--- src/rtl/trap_pkg.sv ---
package trap_pkg;

    // Mask bit positions; the order is part of the instruction encoding.
    localparam int MB_SLT = 4;
    localparam int MB_SGT = 3;
    localparam int MB_EQ  = 2;
    localparam int MB_ULT = 1;
    localparam int MB_UGT = 0;
    localparam int MASK_W = 5;

    localparam int CAUSE_W = 8;
    localparam logic [3:0] CLASS_PROGRAM = 4'h7;
    localparam logic [3:0] SUB_TRAP      = 4'h2;
    localparam logic [CAUSE_W-1:0] CAUSE_TRAP = {CLASS_PROGRAM, SUB_TRAP};

    // Outcome of all five relations for one operand pair.
    typedef struct packed {
        logic s_lt;
        logic s_gt;
        logic eq;
        logic u_lt;
        logic u_gt;
    } rel_t;

    // Registered result.
    typedef struct packed {
        logic               valid;
        logic               trap;
        logic [CAUSE_W-1:0] cause;
    } trap_state_t;

endpackage

--- src/rtl/trap_rel_cmp.sv ---
module trap_rel_cmp #(
    parameter int W = 32
) (
    input  logic [W-1:0]    a,
    input  logic [W-1:0]    b,
    output trap_pkg::rel_t  rel
);
    always_comb begin
        rel.s_lt = $signed(a) < $signed(b);
        rel.s_gt = $signed(a) > $signed(b);
        rel.eq   = (a == b);
        rel.u_lt = a < b;
        rel.u_gt = a > b;
    end
endmodule

--- src/rtl/trap_mask_eval.sv ---
module trap_mask_eval
    import trap_pkg::*;
(
    input  rel_t              rel,
    input  logic [MASK_W-1:0] mask,
    output logic              hit
);
    logic [MASK_W-1:0] rel_vec;

    always_comb begin
        rel_vec         = '0;
        rel_vec[MB_SLT] = rel.s_lt;
        rel_vec[MB_SGT] = rel.s_gt;
        rel_vec[MB_EQ]  = rel.eq;
        rel_vec[MB_ULT] = rel.u_lt;
        rel_vec[MB_UGT] = rel.u_gt;
        hit             = |(rel_vec & mask);
    end
endmodule

--- src/rtl/trap_cond_unit.sv ---
module trap_cond_unit
    import trap_pkg::*;
#(
    parameter int DATA_W = 64,
    parameter int WORD_W = 32
) (
    input  logic               clk,
    input  logic               rst_n,
    input  logic               in_valid,
    input  logic               dword_mode,
    input  logic [4:0]         cond_mask,
    input  logic [DATA_W-1:0]  opnd_a,
    input  logic [DATA_W-1:0]  opnd_b,
    output logic               out_valid,
    output logic               trap_req,
    output logic [7:0]         trap_cause
);
    rel_t        rel_sel;
    logic        hit;
    trap_state_t st_d, st_q;

    // Comparators: a narrow lane on the low halves and a full lane, picked by mode.
    generate
        if (DATA_W > WORD_W) begin : g_dual
            rel_t rel_w, rel_f;
            trap_rel_cmp #(.W(WORD_W)) u_word (
                .a   (opnd_a[WORD_W-1:0]),
                .b   (opnd_b[WORD_W-1:0]),
                .rel (rel_w)
            );
            trap_rel_cmp #(.W(DATA_W)) u_full (
                .a   (opnd_a),
                .b   (opnd_b),
                .rel (rel_f)
            );
            assign rel_sel = dword_mode ? rel_f : rel_w;
        end else begin : g_single
            rel_t rel_f;
            trap_rel_cmp #(.W(DATA_W)) u_full (
                .a   (opnd_a),
                .b   (opnd_b),
                .rel (rel_f)
            );
            assign rel_sel = rel_f;
        end
    endgenerate

    trap_mask_eval u_mask (
        .rel  (rel_sel),
        .mask (cond_mask),
        .hit  (hit)
    );

    always_comb begin
        st_d       = '0;
        st_d.valid = in_valid;
        st_d.trap  = in_valid & hit;
        st_d.cause = st_d.trap ? CAUSE_TRAP : '0;
    end

    always_ff @(posedge clk) begin
        if (!rst_n) st_q <= '0;
        else        st_q <= st_d;
    end

    assign out_valid  = st_q.valid;
    assign trap_req   = st_q.trap;
    assign trap_cause = st_q.cause;

    // Relations of one kind are mutually exclusive and complete.
    AST_SREL_ONE: assert property (@(posedge clk) disable iff (!rst_n)
        $countones({rel_sel.s_lt, rel_sel.s_gt, rel_sel.eq}) == 1);
    AST_UREL_ONE: assert property (@(posedge clk) disable iff (!rst_n)
        $countones({rel_sel.u_lt, rel_sel.u_gt, rel_sel.eq}) == 1);
    AST_STROBE_LAT: assert property (@(posedge clk) disable iff (!rst_n)
        in_valid |=> out_valid);
    AST_IDLE_QUIET: assert property (@(posedge clk) disable iff (!rst_n)
        !in_valid |=> (!out_valid && !trap_req));
    AST_ZERO_MASK: assert property (@(posedge clk) disable iff (!rst_n)
        (in_valid && cond_mask == 5'h00) |=> !trap_req);
    AST_FULL_MASK: assert property (@(posedge clk) disable iff (!rst_n)
        (in_valid && cond_mask == 5'h1F) |=> trap_req);
    AST_CAUSE_SET: assert property (@(posedge clk) disable iff (!rst_n)
        trap_req |-> (trap_cause == 8'h72));
    AST_CAUSE_CLR: assert property (@(posedge clk) disable iff (!rst_n)
        !trap_req |-> (trap_cause == 8'h00));
endmodule

--- config.mk ---
export PLATFORM = sky130hd
export DESIGN_NAME = trap_cond_unit
export DESIGN_NICKNAME = d
export VERILOG_FILES = /design/src/rtl/trap_pkg.sv /design/src/rtl/trap_rel_cmp.sv /design/src/rtl/trap_mask_eval.sv /design/src/rtl/trap_cond_unit.sv
export SDC_FILE = /design/constraint.sdc
export NUM_CORES = 1
export LEC_CHECK = 0
export ABC_AREA = 1
export BUFFER_PORTS_ARGS = -buffer_cell sky130_fd_sc_hd__buf_4
export CAP_MARGIN = 0
export CELL_PAD_IN_SITES_DETAIL_PLACEMENT = 0
export CELL_PAD_IN_SITES_GLOBAL_PLACEMENT = 1
export CORE_AREA = 2 2 92 94
export CTS_CLUSTER_SIZE = 28
export DETAILED_ROUTE_END_ITERATION = 12
export DIE_AREA = 0 0 94 96
export PLACE_DENSITY_LB_ADDON = 0.1
export SYNTH_ARGS = -nofsm -noshare
export SYNTH_HDL_FRONTEND = slang
export SYNTH_SLANG_ARGS = --single-unit
--- constraint.sdc ---
create_clock -name clk -period 2.24 [get_ports clk]
set_input_delay 0.112 -clock clk [delete_from_list [all_inputs] [get_ports clk]]
set_output_delay 0.112 -clock clk [all_outputs]
set_load 0.02 [all_outputs]
* Word level (Yosys, flattened, before mapping) *
Index checks and enable logic that the tools add are counted.

word-level totals
  output and inout port bits = 10
  register bits = 10

operators by class
  eq/ne operators = 2
  bitwise gates (word level) = 2
  magnitude comparators = 8
  reduce and logical (&&, ||, !) cells = 1
  multiplexer cells = 2

operator list
  kind                            number
  64-bit greater-than comparator  2
  64-bit less-than comparator     2
  64-bit equality test            1
  32-bit greater-than comparator  2
  32-bit less-than comparator     2
  32-bit equality test            1
  7-bit 2-to-1 mux                1
  5-bit AND                       1
  5-bit 2-to-1 mux                1
  5-bit OR reduction              1
  1-bit AND                       1

* Logic depth before layout (Yosys ltp) *
Gate-level depths: netlist of run 1.

  word-level depth = 6
  mapped depth = 21
  depth with buffers taken out = 21

* Modules after synthesis *
Synthesis of run 1 repeated with hierarchy kept, for this count alone.

unflattened totals
  cell total of the unflattened synthesis = 477
  area total of the unflattened synthesis = 2,869.0 µm²

modules (own cells, without submodules)
  module                         instances  area an instance (µm²)  cells each  sequential area each (µm²)
  trap_rel_cmp at g_dual.u_full  1          1,734.2                 283         0.0
  trap_rel_cmp at g_dual.u_word  1          914.6                   152         0.0
  trap_cond_unit                 1          178.9                   31          40.0
  trap_mask_eval                 1          41.3                    11          0.0

* Worst setup path before layout of run 1 *
OpenSTA, ideal clock, no wires.

  kind = input to register
  from = input opnd_b[31]
  to = register st_q, in the netlist trap_cause[5]
  data arrival time = 1.480 ns
  stages = 14
  buffers on the path = 0
  library setup time = 0.112 ns
  data required time = 2.128 ns
  setup slack = 0.649 ns
  cells stage by stage = inv_1 ha_1 nand2_1 nor2_2 and2_4 inv_4 nor4_4 o21ai_1 nand2_1 nand2_1 nand2_1 nand3_1 nor2_1 nor2_1

on the way
  cells in the longest elaborated chain, start to end = 6
  elaborated cells on any way between the ends = 15
  those cells by class = order compare (8); eq/ne (2); mux (2); bitwise (2); reduce/logical (1)

RTL lines
  what                                                          RTL line              source
  start: declaration                                            trap_cond_unit.sv:13  input logic [DATA_W-1:0] opnd_b,
  64-bit greater-than comparator, or another cell as far along  trap_rel_cmp.sv:13    rel.u_gt = a > b;
  5-bit 2-to-1 mux *                                            trap_cond_unit.sv:36  assign rel_sel = dword_mode ? rel_f : rel_w;
  5-bit AND *                                                   trap_mask_eval.sv:17  hit = |(rel_vec & mask);
  5-bit OR reduction *                                          trap_mask_eval.sv:17
  1-bit AND *                                                   trap_cond_unit.sv:57  st_d.trap = in_valid & hit;
  7-bit 2-to-1 mux *                                            trap_cond_unit.sv:58  st_d.cause = st_d.trap ? CAUSE_TRAP : '0;
  end signal: assignment                                        trap_cond_unit.sv:63  else st_q <= st_d;
  end: declaration                                              trap_cond_unit.sv:20  trap_state_t st_d, st_q;

Mark *: on every way between the ends. The rest lies on a longest branch, timed or not.
A chain may end at the register's enable or synchronous reset.

* Final worst setup path of run 1 *
  from = input opnd_a[63]
  to = register st_q, in the netlist trap_cause[5]

on the way
  cells in the longest elaborated chain, start to end = 6
  elaborated cells on any way between the ends = 10
  those cells by class = order compare (4); eq/ne (1); mux (2); bitwise (2); reduce/logical (1)

RTL lines
  what                                                          RTL line              source
  start: declaration                                            trap_cond_unit.sv:12  input logic [DATA_W-1:0] opnd_a,
  64-bit greater-than comparator, or another cell as far along  trap_rel_cmp.sv:13
  5-bit 2-to-1 mux *                                            trap_cond_unit.sv:36
  5-bit AND *                                                   trap_mask_eval.sv:17
  5-bit OR reduction *                                          trap_mask_eval.sv:17
  1-bit AND *                                                   trap_cond_unit.sv:57
  7-bit 2-to-1 mux *                                            trap_cond_unit.sv:58

Marks and branches as above.

==> key figures, run 1 <==
Pwr
  • Final Total Pwr: around 0.70 mW
  • Sequential power share: 5.8%
  • LEAKAGE: approximately 2 nW
  • Combinational Power Share: around three quarters
  • Peak supply drop: roughly 0.12 mV
  • NetSw: between 0.2 and 0.3 mW
  • Pint: ~0.44 mW
  • Clock network power share: about a fifth
  • Sw Ratio: between 30% and 40%
  • Power Dens Cells: 217.0 mW/mm2

Logic synthesis
  • Register area share after synthesis: under 10%
  • YS warnings: 0
  • Post-synth top area cell: ha_1
  • Post-synth ARST share: 0%
  • Syn_area_per_cell: a little over 6 um2
  • Synth cell types: 26
  • Synth Flop Type: dfxtp_1
  • Cells after synthesis: between 300 and 400
  • Number of synthesized flops with an enable pin: 0
  • Post-synthesis cell area: just over 0.002 mm2
  • Yosys top cell area share: 39.68%
  • Most numerous cell in the Yosys netlist: inv_1
  • Top cells by area, synth: ha_1 40%, inv_1 15%, nand2_1 14%, a21oi_1 7.4%, nand3_1 3.2%
  • Flops & latches, synth: 2
  • Top post-synthesis cells by count: 83 x inv_1, 74 x nand2_1, 64 x ha_1, 30 x a21oi_1, 16 x nor2_1

Routing
  • Via count: 2290
  • Drt total wl: a little over 5 mm
  • Post-DR vias/cell: roughly 4.0
  • Final ANT Viol Nets: 0
  • Drc violations: 0
  • Drt wl/cell: ~8.8 um
  • DRT iter0 DRCs: 23
  • First-pass DRT Iterations: 4

Hold path
  • Worst hold path startpoint: in_valid
  • Worst Hold End: out_valid$_SDFF_PN0_
  • Hold Path Class: in -> reg
  • Hold depth: 3

Timing
  • Slew Limit Fails: 0
  • Min Tclk post-route: ~1.7 ns
  • Setup TNS: 0 ns
  • Final hold vios: 0
  • FMAX: between 500 and 600 MHz
  • Final Setup Violations: 0
  • Fin crit share: around three quarters
  • Unrepaired setup endpoints after global routing: false

Setup path
  • Critical path data required time: between 2 and 2.5 ns
  • Critical Path Fanout Max: 4
  • CP arrival: roughly 1.8 ns
  • Crit path launch type: primary input
  • Crit path capture type: flop
  • Critical path type: in -> reg

Clocking
  • TritonCTS buffer count: 3
  • CTS tree: yes
  • CTS Hold Bufs: 0
  • Clk pin slew, worst setup/hold paths: roughly 0.030 ns
  • Clock net sink count: 2
  • Post-CTS Setup Inserts: 0
  • Root Driver: clkbuf_8
  • CTS resizes: 0
  • Max H-tree Level: 1
  • Max Root-Sink Buffers: 2

Final layout
  • Final instance area: around 0.0032 mm2
  • Layout cells sized above 1: around 35%
  • Fill count: roughly 880
  • Area growth from synthesis to layout: 58.96%
  • Antenna Cells: 0
  • Fin nets: approximately 670
  • Non-filler instance count after layout: 569

Placed design
  • GP Congestion: between 0.6 and 0.7
  • HPWL after detailed placement: between 4 and 5 mm
  • Placed instance area: ~0.0032 mm2
  • Placed cells: ~570
  • IO Port Bufs: between 100 and 150

Outcome
  • Status: finished, final reports clean

Global route
  • First-pass GRT wire length: about 8 mm
  • Largest net degree at the start of global routing: 6
  • Gr ovfl total: 0
  • All-Layer GR Usage: a little over a tenth
  • Initial antenna violation count: 0
  • Vias in the first global route: about 2100

Floorplanning
  • Die Ht: approximately 96 um
  • Full die area: ~0.009 mm2
  • Row cnt: 33
  • Die width: approximately 94 um
  • CORE AREA: a little over 0.008 mm2
  • Ports: approximately 150
  • Initial core utilization: 25.07%

Run
  • Maxcap violations: 0
==> power by group through the flow <==
| stage | sequential, mW | combinational [mW] | clock (mW) |
|---|---|---|---|
| floorplan | 0.0436 | 0.283 | 0 |
| global placement | 0.0408 | 0.520 | 0 |
| detailed placement | 0.0407 | 0.525 | 0 |
| CTS | 0.0403 | 0.528 | 0.145 |
| global route | 0.0407 | 0.597 | 0.150 |
| finish | 0.0403 | 0.515 | 0.140 |
==> state kept, by name, summed over array words and instances (netlist names) <==
| register | count |
|---|---|
| out_valid | 1 |
| trap_cause | 1 |
==> cells by family (layout without fill, tap and decap cells) <==
logic type      Yosys count  in the layout  synth area share [%]
simple gates            119            119                 26.97
buf+inv                  94            231                 19.22
fa+ha+maj                64             64                 39.68
compound gates           44             44                 11.97
flops                     2              2                 1.984
other cells               1              4                0.1858
==> stage by stage <==
stage                     setup WS (ns)  utilization [%]  hold slack (ns)
after floorplan                  0.6486                -           0.2241
after global placement           0.3331            39.33           0.3410
after detailed placement         0.3212            39.33           0.3354
after CTS                        0.5340            39.84           0.1197
after global routing             0.3517            39.84           0.1420
final                            0.5619            39.84           0.1197
==> worst max-delay path: stages <==
cell     delay, ns
buf_4         0.11
ha_1          0.34
nand2_1       0.09
inv_2         0.05
nand2_1       0.05
nand3_1       0.08
a21oi_1       0.12
nand2_1       0.07
a21oi_1       0.22
nand2_1       0.11
nand2_1       0.08
nand3_1       0.07
nand2_1       0.06
nand3_1       0.06
nor2_1        0.10
nor2_1        0.05
==> worst max-delay path by stage <==
stage                from                  endpoint  slack (ns)  cells after the start
3_3_place_gp   opnd_a[63]  trap_cause[5]$_SDFF_PN0_        0.33                     16
5_1_grt        opnd_a[15]  trap_cause[5]$_SDFF_PN0_        0.35                     16
2_1_floorplan  opnd_b[31]  trap_cause[5]$_SDFF_PN0_        0.65                     14
3_5_place_dp   opnd_a[63]  trap_cause[5]$_SDFF_PN0_        0.32                     16
6_report       opnd_a[63]  trap_cause[5]$_SDFF_PN0_        0.56                     16
4_1_cts        opnd_a[63]  trap_cause[5]$_SDFF_PN0_        0.53                     16
==> cell usage in the layout, fill, tap and decap left out, drive strengths merged <==
master  Yosys  routed
buf         8     142
inv        86      86
nand2      78      78
ha         64      64
a21oi      32      32
nor2       21      21
nand3      14      14
o21ai       7       7
conb        1       4
o21a        4       4
clkbuf      0       3
nand4       3       3
dfxtp       2       2
a21o        1       1
and2        1       1
and3        1       1
nor4        1       1
==> area by class of cell <==
cell class | instances | area, um2 | share of cell area [%]
Clock buffer | 3 | 41.29 | 1.287
Timing Repair Buffer | 142 | 1066 | 33.23
Multi-Input combinational cell | 231 | 1602 | 49.92
Inverter | 86 | 327.8 | 10.22
Sequential cell | 2 | 40.04 | 1.248
Tap cell | 105 | 131.4 | 4.095
==> layer usage <==
| metal | vias to the layer above | GRT usage, % | routed length, um |
|---|---|---|---|
| met1 | 926 | 13.64 | 2295 |
| met5 | - | 0 | 0 |
| li1 | 1286 | - | - |
| met2 | 74 | 18.39 | 2303 |
| met4 | 0 | 1.449 | 21 |
| met3 | 4 | 2.271 | 413 |
No activity file was read; power rests on OpenSTA's default activity.
==> inputs of run 2 (changes only) <==
==> constraint.sdc (replaced) <==
create_clock -name clk -period 1.6 [get_ports clk]
set_input_delay 0.08 -clock clk [delete_from_list [all_inputs] [get_ports clk]]
set_output_delay 0.08 -clock clk [all_outputs]
set_load 0.02 [all_outputs]
==> run 2 against run 1 <==
Net effect:
- the flow now finishes with violations (setup timing)
- utilization is 6.9 points higher
- count of clock-buffer cells in the layout stayed put
- sequential share of layout area is 0.18 points lower
- die area stayed put
- routed wire length is 12% higher
- sequential cell count stayed put
- sequential power is 41% higher
- via count is 4.9% higher
- global-route usage is 1.2 points higher
- power is 70% higher
- setup slack worse by 0.58 ns
- hold slack worse by 0.040 ns
- largest power group unchanged
- highest routed layer unchanged
==> key figures, run 2 (synthesis gave the netlist of run 1 again) <==
Timing
  • Worst Slack Setup Final: -0.02036 ns (-0.5822 ns)
  • Min Tclk post-route: ~1.6 ns
  • Fin crit share: 101.3%
  • Setup TNS: -0.02036 ns (-0.02036 ns)
  • FMAX: between 600 and 700 MHz
  • Final hold vios: 0 (unchanged)
  • Min Hold Slack: 0.07983 ns (-0.03983 ns)
  • Final Setup Violations: 1 (+1)
  • Unrepaired setup endpoints after global routing: true
  • Slew Limit Fails: 0 (unchanged)

Hold path
  • Worst hold path startpoint: in_valid
  • Hold depth: 3 (unchanged)
  • Worst Hold End: out_valid$_SDFF_PN0_
  • Hold Path Class: in -> reg

Routing
  • DRT iter0 DRCs: 15 (-35%)
  • First-pass DRT Iterations: 4 (unchanged)
  • Drc violations: 0 (unchanged)
  • Drt total wl: 5.645 mm (+12%)
  • Via count: 2402 (+4.9%)
  • Drt wl/cell: 9.716 um (+9.8%)
  • Post-DR vias/cell: 4.134 (+2.7%)
  • Final ANT Viol Nets: 0 (unchanged)

Floorplanning
  • Ports: 147 (unchanged)
  • Die Ht: 96 um (unchanged)
  • Die width: 94 um (unchanged)
  • CORE AREA: 0.008051 mm2 (unchanged)
  • Row cnt: 33 (unchanged)
  • Initial core utilization: 25.07% (unchanged)
  • Full die area: 0.009024 mm2 (unchanged)

Run
  • Maxcap violations: 0 (unchanged)

Setup path
  • Critical Path Fanout Max: 3 (-1)
  • Critical path type: in -> reg
  • Crit path capture type: flop
  • Crit path launch type: primary input
  • Critical path data required time: 1.70 ns (-0.64 ns)
  • CP arrival: 1.72 ns (-0.06 ns)

Clocking
  • Clk pin slew, worst setup/hold paths: 0.03 ns (about the same)
  • CTS tree: yes
  • Root Driver: clkbuf_8
  • TritonCTS buffer count: 3 (unchanged)
  • Max H-tree Level: 1 (unchanged)
  • Clock net sink count: 2 (unchanged)
  • Max Root-Sink Buffers: 2 (unchanged)

Global route
  • Met2 usage: 21.37% (+3.0 points)
  • Gr ovfl total: 0 (unchanged)
  • Met3 Use GR: 2.349% (+0.078 points)
  • Initial antenna violation count: 0 (unchanged)
  • GRT Max-Usage Layer: met2
  • All-Layer GR Usage: 11.75% (+1.2 points)
  • First-pass GRT wire length: 8.811 mm (+9.9%)
  • Largest net degree at the start of global routing: 6 (unchanged)
  • Vias in the first global route: 2224 (+4.4%)
  • Grt met1 use: 14.48% (+0.84 points)

Final layout
  • Commonest non-fill, non-tap cell in the layout: buf_4
  • Fin nets: 679 (+1.8%)
  • Area growth from synthesis to layout: 86.48%
  • Non-filler instance count after layout: 581 (+2.1%)
  • Layout cells sized above 1: 52.10% (+17 points)
  • Final instance area: 0.003764 mm2 (+17%)
  • Commonest non-fill, non-tap cells in the layout: 153 x buf_4, 70 x inv_1, 60 x nand2_1
  • Core Util, Final: 46.74% (+6.9 points)
  • Antenna Cells: 0 (unchanged)

Outcome
  • Violations in the final reports: setup timing
  • Status: finished, violations left

Placed design
  • Placed instance area: 0.003219 mm2 (+1.7%)
  • DP Worst Slack: -0.2672 ns (-0.5884 ns)
  • GP Congestion: 0.7016 (+0.78%)
  • HPWL after detailed placement: 4.846 mm (-0.35%)
  • IO Port Bufs: 142 (unchanged)
  • Placed cells: 573 (+1.2%)

Pwr
  • Final Total Pwr: 1.185 mW (+70%)
  • Peak supply drop: 0.1697 mV (+45%)
  • LEAKAGE: 2.137 nW (+4.4%)
  • Power Dens Cells: 314.8 mW/mm2 (+45%)
==> run 2: cell count changes in the layout (fill, tap and decap cells not counted), moves of 6 or more <==
cell / before / now
buf_4: 142 / 153
inv_1: 83 / 70
inv_2: 1 / 13
a21oi_1: 30 / 20
ha_4: 0 / 23
a21oi_2: 2 / 10
ha_1: 64 / 41
nand2_1: 74 / 60
nor2_1: 16 / 10
nand2_2: 4 / 14
==> run 2: worst max path at each step <==
stage                     slack [ns]  depth (start not counted)  startpoint                        to
after floorplan                 0.04                         14  opnd_b[31]  trap_cause[5]$_SDFF_PN0_
after detailed placement       -0.27                         16  opnd_a[63]  trap_cause[5]$_SDFF_PN0_
after global placement         -0.24                         16  opnd_a[63]  trap_cause[5]$_SDFF_PN0_
after global routing           -0.12                         14  opnd_b[29]  trap_cause[5]$_SDFF_PN0_
final                          -0.02                         14  opnd_b[29]  trap_cause[5]$_SDFF_PN0_
after CTS                     0.0002                         19   opnd_b[6]  trap_cause[5]$_SDFF_PN0_
==> run 2: timing repair <==
item,4_1_cts,5_1_grt
resized for setup,57,30
endpoints found under the setup margin,1,1
buffers inserted,3,3
hold endpoints to repair,0,0
hold buffers,0,0
pin swaps,37,28
==> run 2: power breakdown <==
| group | leakage [nW] | internal, mW | switching [mW] |
|---|---|---|---|
| combinational | 2.10 | 0.521 | 0.413 |
| clock | 0.0216 | 0.159 | 0.0349 |
| sequential | 0.0166 | 0.0538 | 0.00291 |
==> run 2: layout make-up <==
cell class / count / area (um2)
clock buffers: 3 / 41.29
fillers: 822 / 4288
flip-flops and latches: 2 / 40.04
repair buffers: 154 / 1160
well taps: 105 / 131.4
multi-input cells: 231 / 2061
inverters: 86 / 330.3
==> run 2: metal layers <==
| layer | share of wire [%] | wire [um] | vias up |
|---|---|---|---|
| met5 | 0 | 0 | - |
| met4 | 0.89 | 50 | 0 |
| met3 | 7.2 | 406 | 4 |
| met2 | 50 | 2797 | 76 |
| met1 | 42 | 2391 | 1010 |
| li1 | - | - | 1312 |
==> run 2: critical path, cell delays in order <==
cell and delay (ns):
buf_4 0.08, inv_1 0.05, ha_4 0.27, nand2_2 0.06, nor2_4 0.11, and2_4 0.18
inv_4 0.05, nor4_4 0.27, inv_1 0.12, buf_4 0.15, nand2_1 0.07, a21oi_2 0.06
nor2_2 0.11, nor2_1 0.04
